### src/rtl/bank_trk_pkg.sv
package bank_trk_pkg;

  typedef enum logic [2:0] {
    OP_NOP = 3'd0,
    OP_ACT = 3'd1,
    OP_RD  = 3'd2,
    OP_WR  = 3'd3,
    OP_PRE = 3'd4
  } cmd_op_e;

  typedef enum logic [1:0] {
    BK_IDLE,
    BK_OPEN,
    BK_APWAIT
  } bank_state_e;

  function automatic int unsigned max2(int unsigned a, int unsigned b);
    return (a > b) ? a : b;
  endfunction

endpackage

### src/rtl/bank_trk_cnt.sv
// Loadable down-counter that stops at zero.
module bank_trk_cnt #(
  parameter int unsigned W = 4
) (
  input  logic         clk_i,
  input  logic         rst_ni,
  input  logic         load_i,
  input  logic [W-1:0] load_val_i,
  output logic         zero_o
);

  logic [W-1:0] cnt_q;

  always_ff @(posedge clk_i or negedge rst_ni) begin
    if (!rst_ni)             cnt_q <= '0;
    else if (load_i)         cnt_q <= load_val_i;
    else if (cnt_q != '0)    cnt_q <= cnt_q - 1'b1;
  end

  assign zero_o = (cnt_q == '0);

endmodule

### src/rtl/bank_trk_bank.sv
// Per-bank state machine and timers. Strobes arrive already qualified as legal.
module bank_trk_bank
  import bank_trk_pkg::*;
#(
  parameter int unsigned W        = 4,
  parameter int unsigned T_RCD    = 3,
  parameter int unsigned T_RAS    = 7,
  parameter int unsigned T_RP     = 3,
  parameter int unsigned BURST    = 2,
  parameter int unsigned AP_DELAY = 5
) (
  input  logic clk_i,
  input  logic rst_ni,
  input  logic act_i,
  input  logic col_i,
  input  logic col_ap_i,
  input  logic pre_i,
  output logic open_o,
  output logic can_act_o,
  output logic can_col_o,
  output logic can_pre_o
);

  bank_state_e state_q, state_d;
  logic rcd_zero, ras_zero, rp_zero, col_zero, ap_zero;
  logic ap_fire, close;

  assign ap_fire = (state_q == BK_APWAIT) && ap_zero && ras_zero;
  assign close   = ((state_q == BK_OPEN) && pre_i) || ap_fire;

  bank_trk_cnt #(.W(W)) u_rcd (
    .clk_i, .rst_ni, .load_i(act_i), .load_val_i(W'(T_RCD - 1)), .zero_o(rcd_zero)
  );
  bank_trk_cnt #(.W(W)) u_ras (
    .clk_i, .rst_ni, .load_i(act_i), .load_val_i(W'(T_RAS - 1)), .zero_o(ras_zero)
  );
  bank_trk_cnt #(.W(W)) u_rp (
    .clk_i, .rst_ni, .load_i(close), .load_val_i(W'(T_RP - 1)), .zero_o(rp_zero)
  );
  bank_trk_cnt #(.W(W)) u_col (
    .clk_i, .rst_ni, .load_i(col_i), .load_val_i(W'(BURST - 1)), .zero_o(col_zero)
  );
  bank_trk_cnt #(.W(W)) u_ap (
    .clk_i, .rst_ni, .load_i(col_i && col_ap_i), .load_val_i(W'(AP_DELAY - 1)),
    .zero_o(ap_zero)
  );

  always_comb begin
    state_d = state_q;
    unique case (state_q)
      BK_IDLE:   if (act_i) state_d = BK_OPEN;
      BK_OPEN: begin
        if (pre_i)                  state_d = BK_IDLE;
        else if (col_i && col_ap_i) state_d = BK_APWAIT;
      end
      BK_APWAIT: if (ap_fire) state_d = BK_IDLE;
      default:   state_d = BK_IDLE;
    endcase
  end

  always_ff @(posedge clk_i or negedge rst_ni) begin
    if (!rst_ni) state_q <= BK_IDLE;
    else         state_q <= state_d;
  end

  assign open_o    = (state_q != BK_IDLE);
  assign can_act_o = (state_q == BK_IDLE) && rp_zero;
  assign can_col_o = (state_q == BK_OPEN) && rcd_zero;
  assign can_pre_o = (state_q == BK_OPEN) && ras_zero && col_zero;

endmodule

### src/rtl/bank_timing_tracker.sv
module bank_timing_tracker
  import bank_trk_pkg::*;
#(
  parameter int unsigned BANK_W = 2,
  parameter int unsigned T_RCD  = 3,
  parameter int unsigned T_RAS  = 7,
  parameter int unsigned T_RP   = 3,
  parameter int unsigned T_RRD  = 2,
  parameter int unsigned CL     = 2,
  parameter int unsigned BL     = 4
) (
  input  logic                     clk_i,
  input  logic                     rst_ni,
  input  logic [2:0]               cmd_op_i,
  input  logic [BANK_W-1:0]        cmd_bank_i,
  input  logic                     cmd_ap_i,
  output logic [(1<<BANK_W)-1:0]   bank_open_o,
  output logic [(1<<BANK_W)-1:0]   can_act_o,
  output logic [(1<<BANK_W)-1:0]   can_col_o,
  output logic [(1<<BANK_W)-1:0]   can_pre_o,
  output logic                     can_pre_all_o,
  output logic                     cmd_err_o
);

  localparam int unsigned N_BANK   = 1 << BANK_W;
  localparam int unsigned BURST    = (BL / 2 > 0) ? BL / 2 : 1;
  localparam int unsigned AP_DELAY = 2 * CL + BURST - 1;
  localparam int unsigned T_MAX    = max2(max2(max2(T_RCD, T_RAS), max2(T_RP, T_RRD)),
                                          max2(AP_DELAY, BURST));
  localparam int unsigned CNT_W    = $clog2(T_MAX + 1);

  logic [N_BANK-1:0] open_b, act_ok_b, col_ok_b, pre_ok_b;
  logic [N_BANK-1:0] act_stb, col_stb, pre_stb;
  logic rrd_zero, legal, is_act, is_col, is_pre, pre_all, err_q;

  assign is_act  = (cmd_op_i == OP_ACT);
  assign is_col  = (cmd_op_i == OP_RD) || (cmd_op_i == OP_WR);
  assign is_pre  = (cmd_op_i == OP_PRE);
  assign pre_all = &(~open_b | pre_ok_b);

  always_comb begin
    unique case (cmd_op_i)
      OP_NOP:       legal = 1'b1;
      OP_ACT:       legal = act_ok_b[cmd_bank_i] && rrd_zero;
      OP_RD, OP_WR: legal = col_ok_b[cmd_bank_i];
      OP_PRE:       legal = cmd_ap_i ? pre_all : pre_ok_b[cmd_bank_i];
      default:      legal = 1'b0;
    endcase
  end

  bank_trk_cnt #(.W(CNT_W)) u_rrd (
    .clk_i, .rst_ni, .load_i(legal && is_act), .load_val_i(CNT_W'(T_RRD - 1)),
    .zero_o(rrd_zero)
  );

  for (genvar b = 0; b < N_BANK; b++) begin : g_bank
    logic hit;
    assign hit        = (cmd_bank_i == BANK_W'(b));
    assign act_stb[b] = legal && is_act && hit;
    assign col_stb[b] = legal && is_col && hit;
    assign pre_stb[b] = legal && is_pre && (cmd_ap_i ? open_b[b] : hit);

    bank_trk_bank #(
      .W(CNT_W), .T_RCD(T_RCD), .T_RAS(T_RAS), .T_RP(T_RP),
      .BURST(BURST), .AP_DELAY(AP_DELAY)
    ) u_bank (
      .clk_i, .rst_ni,
      .act_i     (act_stb[b]),
      .col_i     (col_stb[b]),
      .col_ap_i  (cmd_ap_i),
      .pre_i     (pre_stb[b]),
      .open_o    (open_b[b]),
      .can_act_o (act_ok_b[b]),
      .can_col_o (col_ok_b[b]),
      .can_pre_o (pre_ok_b[b])
    );
  end

  always_ff @(posedge clk_i or negedge rst_ni) begin
    if (!rst_ni) err_q <= 1'b0;
    else         err_q <= !legal;
  end

  assign bank_open_o   = open_b;
  assign can_act_o     = act_ok_b & {N_BANK{rrd_zero}};
  assign can_col_o     = col_ok_b;
  assign can_pre_o     = pre_ok_b;
  assign can_pre_all_o = pre_all;
  assign cmd_err_o     = err_q;

endmodule

### config.mk
export PLATFORM = sky130hd
export DESIGN_NAME = bank_timing_tracker
export DESIGN_NICKNAME = d
export VERILOG_FILES = /design/src/rtl/bank_trk_pkg.sv /design/src/rtl/bank_trk_cnt.sv /design/src/rtl/bank_trk_bank.sv /design/src/rtl/bank_timing_tracker.sv
export SDC_FILE = /design/constraint.sdc
export NUM_CORES = 1
export LEC_CHECK = 0
export BUFFER_PORTS_ARGS = -buffer_cell sky130_fd_sc_hd__clkbuf_2
export CAP_MARGIN = 20
export CORE_UTILIZATION = 51
export CTS_BUF_LIST = sky130_fd_sc_hd__clkbuf_16
export DETAILED_ROUTE_END_ITERATION = 12
export GPL_TIMING_DRIVEN = 0
export PLACE_DENSITY = 0.79
export SYNTH_ARGS = -nofsm -noshare
export SYNTH_HDL_FRONTEND = slang
export SYNTH_HIERARCHICAL = 1
export SYNTH_SLANG_ARGS = --single-unit
### constraint.sdc
create_clock -name clk_i -period 2.5 [get_ports clk_i]
set_input_delay 0.375 -clock clk_i [delete_from_list [all_inputs] [get_ports clk_i]]
set_output_delay 0.375 -clock clk_i [all_outputs]
set_load 0.02 [all_outputs]
# ---- After elaboration in Yosys (flattened, before gate mapping)
# Cells that the tools add are included.
dict set report classes {
  n_addsub 21
  order_cmp 1
  eq_ne 27
  mux 74
  bitwise 3
  reduce_logical 133
}
# operator n
set ops {}
lappend ops {{3-bit 2-to-1 mux} 42}
lappend ops {{3-bit logical NOT} 22}
lappend ops {{3-bit nonzero test} 21}
lappend ops {{3-bit by 1-bit subtractor with 3-bit output, second input constant} 21}
lappend ops {{2-bit nonzero test} 25}
lappend ops {{1-bit logical AND} 48}
lappend ops {{2-bit 2-to-1 mux} 16}
lappend ops {{2-bit one-hot mux with 3 select lines} 4}
lappend ops {{2-bit by 1-bit inequality test with 1-bit output, second input constant} 8}
lappend ops {{2-bit equality test, second input constant} 6}
lappend ops {{3-bit by 2-bit inequality test with 1-bit output, second input constant} 4}
lappend ops {{3-bit AND reduction} 4}
lappend ops {{2-bit by 1-bit equality test with 1-bit output, second input constant} 5}
lappend ops {{2-bit logical NOT} 5}
lappend ops {{1-bit 2-to-1 mux} 8}
lappend ops {{1-bit binary-select mux with 2-bit select} 3}
lappend ops {{3-bit by 2-bit equality test with 1-bit output, second input constant} 2}
lappend ops {{1-bit logical OR} 5}
lappend ops {{4-bit bitwise AND} 1}
lappend ops {{4-bit inverter} 1}
lappend ops {{4-bit OR} 1}
lappend ops {{1-bit one-hot mux with 4 select lines} 1}
lappend ops {{4-bit AND reduction} 1}
lappend ops {{3-bit by 1-bit equality test with 1-bit output, second input constant} 1}
lappend ops {{other kinds (4)} 4}
dict set report totals {
  reg_bits 72
  input_bits 8
  out_inout_bits 18
  word_cells 285
}

# ---- Depth between registers and ports, before layout
# Gate-level depths: netlist of run 1.
dict set report logic_depth {
  ltp_word 13
  depth_mapped 11
  ltp_nobuf 11
}

# ---- By module
# Netlist of run 1, hierarchy kept.
# mod instances cells_each area_per_inst_um2 seq_area_each_um2
set modules_own_cells {}
lappend modules_own_cells {bank_trk_cnt 21 21 201.4 75.1}
lappend modules_own_cells {bank_trk_bank 4 19 161.4 50.0}
lappend modules_own_cells {bank_timing_tracker 1 54 411.6 25.0}

# ---- Worst setup path after synthesis of run 1
# No wires, ideal clock.
dict set report synth_timing {
  path_kind {flip-flop to flip-flop}
  startpoint {register g_bank[3].u_bank.u_ras.cnt_q[0]}
  endpoint {register g_bank[0].u_bank.u_rp.cnt_q[0]}
  setup_ps 104
  arrival_time_ps 2737
  required_time_ps 2396
  slack_ps -340
  stages_incl_launch_ff 12
  n_path_buf 0
  period_less_slack_ps 2840
  cell_sequence {dfrtp_1 -> inv_1 -> ha_1 -> nand2b_1 -> inv_1 -> and3_1 -> and2b_1 -> o41a_1 -> nor4_1 -> a32o_1 -> nor2b_1 -> a221oi_1}
}
dict set report synth_via {
  elab_chain_cells 12
  elab_cells_between_ends 15
  classes_between {mux (5); bitwise (1); reduce/logical (9)}
}
# item line_no
set synth_rtl {}
lappend synth_rtl {{start: declaration} bank_trk_cnt.sv:12} ;# logic [W-1:0] cnt_q;
lappend synth_rtl {{start signal: assignment} bank_trk_cnt.sv:16} ;# else if (load_i) cnt_q <= load_val_i;
lappend synth_rtl {{start signal: assignment} bank_trk_cnt.sv:17} ;# else if (cnt_q != '0) cnt_q <= cnt_q - 1'b1;
lappend synth_rtl {{3-bit logical NOT (*)} bank_trk_cnt.sv:20} ;# assign zero_o = (cnt_q == '0);
lappend synth_rtl {{via g_bank[3].u_bank.ras_zero} bank_trk_bank.sv:25} ;# logic rcd_zero, ras_zero, rp_zero, col_zero, ap_zero;
lappend synth_rtl {{1-bit logical AND (*) (2 in a row)} bank_trk_bank.sv:69} ;# assign can_pre_o = (state_q == BK_OPEN) && ras_zero && col_zero;
lappend synth_rtl {{via can_pre_o[3]} bank_timing_tracker.sv:20} ;# output logic [(1<<BANK_W)-1:0] can_pre_o,
lappend synth_rtl {{1-bit binary-select mux with 2-bit select or 4-bit OR (tied branches)} {bank_timing_tracker.sv:46, bank_timing_tracker.sv:39}}
lappend synth_rtl {{1-bit 2-to-1 mux (implied by the code) or 4-bit AND reduction (tied branches)} {bank_timing_tracker.sv:46, bank_timing_tracker.sv:39}}
lappend synth_rtl {{1-bit 2-to-1 mux (*)} bank_timing_tracker.sv:46} ;# OP_PRE: legal = cmd_ap_i ? pre_all : pre_ok_b[cmd_bank_i];
lappend synth_rtl {{1-bit one-hot mux with 4 select lines (*)} bank_timing_tracker.sv:42} ;# unique case (cmd_op_i)
lappend synth_rtl {{1-bit logical AND (*) (2 in a row)} bank_timing_tracker.sv:61} ;# assign pre_stb[b] = legal && is_pre && (cmd_ap_i ? open_b[b] : hit);
lappend synth_rtl {{via pre_stb[0]} bank_timing_tracker.sv:33} ;# logic [N_BANK-1:0] act_stb, col_stb, pre_stb;
lappend synth_rtl {{1-bit logical AND (*)} bank_trk_bank.sv:29} ;# assign close = ((state_q == BK_OPEN) && pre_i) || ap_fire;
lappend synth_rtl {{1-bit logical OR (*)} bank_trk_bank.sv:29}
lappend synth_rtl {{via g_bank[0].u_bank.close} bank_trk_bank.sv:26} ;# logic ap_fire, close;
lappend synth_rtl {{3-bit 2-to-1 mux or 2-bit nonzero test (tied branches)} --}
lappend synth_rtl {{end signal: assignment} bank_trk_cnt.sv:16}
lappend synth_rtl {{end signal: assignment} bank_trk_cnt.sv:17}
lappend synth_rtl {{end: declaration} bank_trk_cnt.sv:12}
# The timed path passes the listed nets; every way through them passes the cells marked *. The select of a mux whose other input is x is not followed.
# A chain may end at the register's enable or synchronous reset.

# ---- Worst setup path in the final report of run 1
dict set report layout_timing {
  startpoint {register g_bank[3].u_bank.u_ras.cnt_q[0]}
  endpoint {register g_bank[1].u_bank.u_rp.cnt_q[1]}
}
dict set report layout_via {
  elab_chain_cells 12
  elab_cells_between_ends 15
  classes_between {mux (5); bitwise (1); reduce/logical (9)}
}
# item line_no
set layout_rtl {}
lappend layout_rtl {{3-bit logical NOT (*)} bank_trk_cnt.sv:20}
lappend layout_rtl {{via g_bank[3].u_bank.ras_zero} bank_trk_bank.sv:25}
lappend layout_rtl {{1-bit logical AND (*) (2 in a row)} bank_trk_bank.sv:69}
lappend layout_rtl {{1-bit binary-select mux with 2-bit select or 4-bit OR (tied branches)} {bank_timing_tracker.sv:46, bank_timing_tracker.sv:39}}
lappend layout_rtl {{1-bit 2-to-1 mux (implied by the code) or 4-bit AND reduction (tied branches)} {bank_timing_tracker.sv:46, bank_timing_tracker.sv:39}}
lappend layout_rtl {{1-bit 2-to-1 mux (*)} bank_timing_tracker.sv:46}
lappend layout_rtl {{1-bit one-hot mux with 4 select lines (*)} bank_timing_tracker.sv:42}
lappend layout_rtl {{1-bit logical AND (*) (2 in a row)} bank_timing_tracker.sv:61}
lappend layout_rtl {{via pre_stb[1]} bank_timing_tracker.sv:33}
lappend layout_rtl {{1-bit logical AND (*)} bank_trk_bank.sv:29}
lappend layout_rtl {{1-bit logical OR (*)} bank_trk_bank.sv:29}
lappend layout_rtl {{via g_bank[1].u_bank.close} bank_trk_bank.sv:26}
lappend layout_rtl {{3-bit 2-to-1 mux or 2-bit nonzero test (tied branches)} --}
lappend layout_rtl {{end signal: assignment} bank_trk_cnt.sv:16}
lappend layout_rtl {{end signal: assignment} bank_trk_cnt.sv:17}
lappend layout_rtl {{end: declaration} bank_trk_cnt.sv:12}
# Marks and branches as above.

==> results of run 1 <==
[power groups by stage]
stage	Clock (mW)	Sequential, mW	Combinational [mW]
finish	1.38	2.28	4.08
global route	1.44	2.34	4.47
CTS	1.39	2.20	3.37
detailed placement	0	2.17	2.80
global placement	0	2.13	2.53
floorplan	0	2.05	2.20
[Yosys cell counts, types with 5 or more instances]
master / count
a31oi_1: 21
nand2_1: 8
or2b_1: 21
conb_1: 10
nor2_1: 11
a21oi_1: 7
nand2b_1: 21
or3b_1: 21
dfrtp_1: 72
nor2b_1: 71
nor3b_1: 5
nor4b_1: 42
inv_1: 110
and2_1: 8
a311oi_1: 21
ha_1: 42
a221oi_1: 22
[sequential cells by signal (all words and copies together), names as in the netlist]
signal	flops
g_bank.u_bank/u_ap/cnt_q	12
g_bank.u_bank/u_ras/cnt_q	12
g_bank.u_bank/u_rcd/cnt_q	12
g_bank.u_bank/state_q	8
g_bank.u_bank/u_col/cnt_q	12
cmd_err_o	1
u_rrd/cnt_q	3
g_bank.u_bank/u_rp/cnt_q	12
[kinds of logic after synthesis]
kind of cell / after synthesis / synth area share
and+or+nand+nor: 244 / 0.324
buffers and inverters: 113 / 0.0812
AOI/OAI and AO/OA: 82 / 0.127
DFF: 72 / 0.341
adders and majority gates: 42 / 0.0994
other: 10 / 0.00710
muxes: 8 / 0.0211
[through the flow]
stage                     total power [mW]  hold WS (ns)  std cells  utilization  setup slack (ns)
after CTS                             6.97        0.0257        832        0.682            -0.142
after detailed placement              4.97         0.387        784        0.597            -0.747
after floorplan                       4.25        0.0794        624            -           -0.0588
final                                 7.73        0.0102        865        0.737            -0.402
after global placement                4.66         0.436        782        0.593            -0.805
after global routing                  8.25        0.0403        865        0.737            -0.455
[per-layer routing]
metal / GRT usage / wire (microns) / vias to the layer above
li1: - / - / 2247
met1: 0.274 / 5710 / 2348
met2: 0.468 / 7880 / 114
met3: 0.0497 / 550 / 52
met4: 0.113 / 477 / 0
met5: 0 / 0 / -
[path summary, 6_finish.rpt]
kind / startpoint / endpoint / slack (ns)
max: g_bank[3].u_bank/u_ras/cnt_q[0] / g_bank[1].u_bank/u_rp/cnt_q[1] / -0.40
min: rst_ni / g_bank[0].u_bank/u_ap/cnt_q[2] / 0.01
max reg2reg: g_bank[3].u_bank/u_ras/cnt_q[0] / g_bank[1].u_bank/u_rp/cnt_q[1] / -0.40
min reg2reg: g_bank[1].u_bank/state_q[1] / g_bank[1].u_bank/state_q[0] / 0.46
max in group asynchronous: rst_ni / g_bank[3].u_bank/u_ras/cnt_q[1] / 1.90
min in group clk_i: g_bank[1].u_bank/state_q[1] / g_bank[1].u_bank/state_q[0] / 0.46
[layout make-up]
class | count | area, sq um | area share
multi-input combinational | 439 | 3880 | 0.531
inverter | 110 | 417 | 0.0570
timing repair buffer | 92 | 712 | 0.0975
sequential | 72 | 1800 | 0.247
buffer | 3 | 16.3 | 0.00223
clock buffer | 9 | 225 | 0.0308
clock inverter | 7 | 86.3 | 0.0118
tap | 133 | 166 | 0.0228
[what timing repair did]
action	in CTS	in global routing
buffers inserted	32	32
gates resized for setup	67	56
cloned	0	1
setup endpoints to repair	43	45
pin swaps	23	29
==> results.ini, run 1 <==
[placed_design]
portBuffers=25
post_dp_cell_area_sq_mm=0.00591
place_hpwl_mm=8.46
gp_congestion=0.782

[floorplan]
ioPinCount=26
core-area_sq_mm=0.00991
die_height_microns=104
rows=36
start_util=0.534
dieArea_sq_mm=0.0108
die_x_microns=104

[timing]
skew_ns=0.00772
slew_headroom=0.548
min_period_over_period=1.16
setup_viol=15
tns_ns=-2.17
rsz0062_at_grt=true
fin_ws_ns=-0.402
period_needed_ns=2.90
fmax_ghz=0.345
hold_viol=0
drv_slew=0
worstMarginPinSlew_ns=0.678

[global_route]
grt_pass1_vias=4774
grt_pass1_wl_mm=21.9
antenna_found_initial=0
grt_max_degree=44
grt_overflow=0
grt_use_total=0.252

[finish]
fill_cells=625
fin_nets=777
final_cell_area_sq_mm=0.00730
drive_gt1_frac=0.325
mostFrequentLayoutCell=inv_1
diodes=0
final_cell_mix=inv_1 (83), dfrtp_1 (72), nor2b_1 (66), conb_1 (63), buf_4 (59)
area_delta_synth_final_pct=38.1

[synth]
ys_ff_latch=72
seq_area_frac_synth=0.341
yosysTopAreaCellShare=0.341
synth.cell_area_sq_mm=0.00529
syn_inst=571
avgSynthCellArea_sq_um=9.26
synth_cell_types=43
ys_async_sr_fraction=1.00
yosys.area.top_type=dfrtp_1
synth.area.top_cells=dfrtp_1 (34%), ha_1 (9.9%), nor2b_1 (8.4%), inv_1 (7.8%), nor4b_1 (7.0%)
synth.yosys.warnings=6
synth_top_flop_cell=dfrtp_1
synth-edff-count=0

[clocking]
tritoncts=built
htree_levels=3
hold_buffers=0
cts_sinks=72
cts.clk_slew.worst_paths_ns=0.06
clock_latency_ns=0.34
cts-root-buf=clkbuf_16
numCtsBuffers=9
cts_buffer_depth=2

[routing]
drt_drc_violations_left=0
drt-vias-per-instance=5.50
drt-pass1-iter-count=4
dr_total_vias=4761
wirelength_mm=14.6
drt_iter0_drc=222
antenna_left=0
post_drt_wl_per_cell_microns=16.9

[critical_path]
rr_worst_depth=12
crit_arrival_ns=3.12
path_delay_family=compound AO/OA/AOI/OAI gates
max_stage_delay_ns=0.46
timing.critical_path.mode_cell=inv_2
crit_slowest_cell=o41a_1
path_max_fanout=6
crit_type=flip-flop to flip-flop
end_kind=flip-flop
crit_buf_inv=3
critPathLaunchType=flip-flop
crit_required_ns=2.72
crit_cells=12
cp_cell_sequence=inv_2 > ha_4 > nand2b_4 > inv_2 > and3_4 > and2b_1 > o41a_1 > buf_6 > nor4_4 > a32o_2 > nor4b_2 > a311oi_1

[power]
powerDensity_mw_per_mm2=1060
power_frac_comb=0.528
p_switching_mw=2.95
leakagePower_nw=3.38
ir_drop_uv=650
cell_internal_pwr_mw=4.79
p_sw_frac=0.381
power_frac_seq=0.294
p_clk_frac=0.178

[flow_run]
maxCapViolations=0

[worst_hold_path]
hold_path_class=input pin to asynchronous set/reset pin

[status]
violations=negative setup slack
outcome=finished, violations left

Note: power is estimated with default switching activity, not from simulation.
==> run 2, diff against run 1 <==
--- a/config.mk
+++ b/config.mk
@@ -5,6 +5,7 @@
 export SDC_FILE = /design/constraint.sdc
 export NUM_CORES = 1
 export LEC_CHECK = 0
+export ABC_AREA = 1
 export BUFFER_PORTS_ARGS = -buffer_cell sky130_fd_sc_hd__clkbuf_2
 export CAP_MARGIN = 20
 export CORE_UTILIZATION = 51
==> results.ini, run 2 <==
[critical_path]
cp_cell_sequence=inv_2 > ha_2 > inv_1 > nor2_4 > nand2_2 > nor2_4 > inv_2 > nand2_2 > nand2_4 > o21ai_4 > nand3_4 > nor2_4 > nand3_2 > o31ai_4 > nand2_1 > o21ai_1 > nand2_1 > nand2_1
crit_type=flip-flop to flip-flop
max_stage_delay_ns=0.40
crit_slowest_cell=dfrtp_1
end_kind=flip-flop
crit_buf_inv=3
path_delay_family=simple AND/OR/NAND/NOR gates
path_max_fanout=8
crit_arrival_ns=2.66
critPathLaunchType=flip-flop
crit_required_ns=2.77

[status]
outcome=finished, final reports clean

[placed_design]
place_ws_ns=-0.190
post_dp_cell_area_sq_mm=0.00607
place_hpwl_mm=7.84
gp_congestion=0.831
portBuffers=24

[synth]
synth_top_family_by_area=simple AND/OR/NAND/NOR gates
synth-edff-count=0
ys_top_cells_by_count=nand2_1 (402), inv_1 (146), dfrtp_1 (72)
synth_top_flop_cell=dfrtp_1
seq_area_frac_synth=0.325
muxShareOfSynthArea=0
synth.most_common_cell=nand2_1
yosys.area_share.simple=0.380
yosysTopAreaCellShare=0.325
synth_cell_types=22
synth.yosys.warnings=6
synth-compound-area-share=0.0740
synth.area.top_cells=dfrtp_1 (33%), nand2_1 (27%), inv_1 (9.9%), ha_1 (9.5%), o21ai_0 (4.2%)
avgSynthCellArea_sq_um=6.24
synth_xor_xnor_area_share=0
syn_inst=888
yosys.area.top_type=dfrtp_1
yosys.area_share.adder=0.0948
ys_ff_latch=72
ys_async_sr_fraction=1.00
synth.cell_area_sq_mm=0.00554

[clocking]
htree_levels=3
tritoncts=built
hold_buffers=0
cts_buffer_depth=2
cts-root-buf=clkbuf_16
clock_latency_ns=0.33
cts_sinks=72
cts.clk_slew.worst_paths_ns=0.06
numCtsBuffers=9

[finish]
final_cell_area_sq_mm=0.00688
mostFrequentLayoutCell=nand2_1
diodes=0
area_delta_synth_final_pct=24.2
seq_area_sq_mm=0.00180
fin_nets=1058
postLayoutCoreUtil=0.661
final_cell_mix=nand2_1 (393), inv_1 (126), dfrtp_1 (72), conb_1 (63), inv_2 (43)
fill_cells=897
drive_gt1_frac=0.201
multi_input_area_sq_mm=0.00363

[floorplan]
dieArea_sq_mm=0.0113
die_x_microns=106
die_height_microns=106
core-area_sq_mm=0.0104
ioPinCount=26
rows=37
start_util=0.532

[global_route]
gr-max-usage-layer=met2
grt_pass1_vias=4560
antenna_found_initial=0
use_met2=0.376
use_met3=0.0288
grt_max_degree=46
grt_pass1_wl_mm=19.3
met1_usage=0.263
grt_use_total=0.211
grt_overflow=0

[timing]
min_period_over_period=0.957
drv_slew=0
fmax_ghz=0.418
fin_ws_ns=0.106
rsz0062_at_grt=true
hold_viol=0
period_needed_ns=2.39
slew_headroom=0.575
worstMarginPinSlew_ns=0.637
skew_ns=0.00623
setup_viol=0

[routing]
drt_drc_violations_left=0
post_drt_wl_per_cell_microns=10.3
drt-pass1-iter-count=4
dr_total_vias=5246
drt-vias-per-instance=4.58
antenna_left=0
drt_iter0_drc=263
wirelength_mm=11.8

[power]
leakagePower_nw=3.79
ir_drop_uv=596
p_total_mw=7.65
powerDensity_mw_per_mm2=1110

[worst_hold_path]
hold_path_class=input pin to asynchronous set/reset pin

[flow_run]
maxCapViolations=0

## run 2: changes by cell type in the layout (fill, tap and decap cells not counted), moves of 28 or more
cell     delta
buf_4      -28
o21ai_0    +39
nor2_1     +29
inv_1      +43
nor2b_1    -66
nand2_1   +385
## run 2: repair_timing
action	4_1_cts	5_1_grt
resized for setup	30	70
setup endpoints to repair	49	57
pin swaps	8	16
buffers inserted	4	27
## run 2: worst paths after layout
kind	startpoint	cells past startpoint	slack [ns]	to
worst max-delay path	g_bank[2].u_bank/u_ras/cnt_q[0]	18	0.11	g_bank[2].u_bank/u_rp/cnt_q[1]
worst min-delay path	rst_ni	1	0.0008	g_bank[0].u_bank/u_rcd/cnt_q[2]
worst max register to register	g_bank[2].u_bank/u_ras/cnt_q[0]	18	0.11	g_bank[2].u_bank/u_rp/cnt_q[1]
worst min register to register	g_bank[1].u_bank/u_rcd/cnt_q[1]	2	0.48	g_bank[1].u_bank/u_rcd/cnt_q[1]
max in group asynchronous	rst_ni	2	1.92	g_bank[3].u_bank/u_col/cnt_q[0]
min in group clk_i	cmd_op_i[2]	5	0.47	cmd_err_o
## run 2: kinds of logic after synthesis
kind of cell	after synthesis
AO/OA/AOI/OAI	77
adder cells (fa/ha/maj)	42
buffers and inverters	171
flip-flops	72
other	10
AND/OR/NAND/NOR	516
## run 2: area by class of cell
| cell class | instances | share of cell area |
|---|---|---|
| flip-flops and latches | 72 | 0.262 |
| repair buffers | 56 | 0.0556 |
| multi-input cells | 698 | 0.527 |
| clock inverters | 4 | 0.00236 |
| well taps | 136 | 0.0247 |
| clock buffers | 9 | 0.0327 |
| plain buffers | 2 | 0.00327 |
| inverters | 169 | 0.0925 |
## run 2: power breakdown
part	switching [mW]	internal, mW	total, mW
sequential	0.467	1.75	2.22
clock	0.462	0.642	1.10
combinational	2.65	1.68	4.33
## run 2: per-layer routing
metal	wire length, microns	vias to the layer above
li1	-	2823
met1	5430	2344
met2	5830	62
met3	311	17
met4	194	0
met5	0	-
## run 2: through the flow
step / TNS, ns / std cells / hold slack [ns]
finish: 0 / 1146 / 0.000798
global route: -2.03 / 1146 / 0.0314
CTS: -2.28 / 1119 / 0.0232
detailed placement: -4.61 / 1102 / 0.371
global placement: -3.67 / 1101 / 0.464
floorplan: 0 / 941 / 0.0794
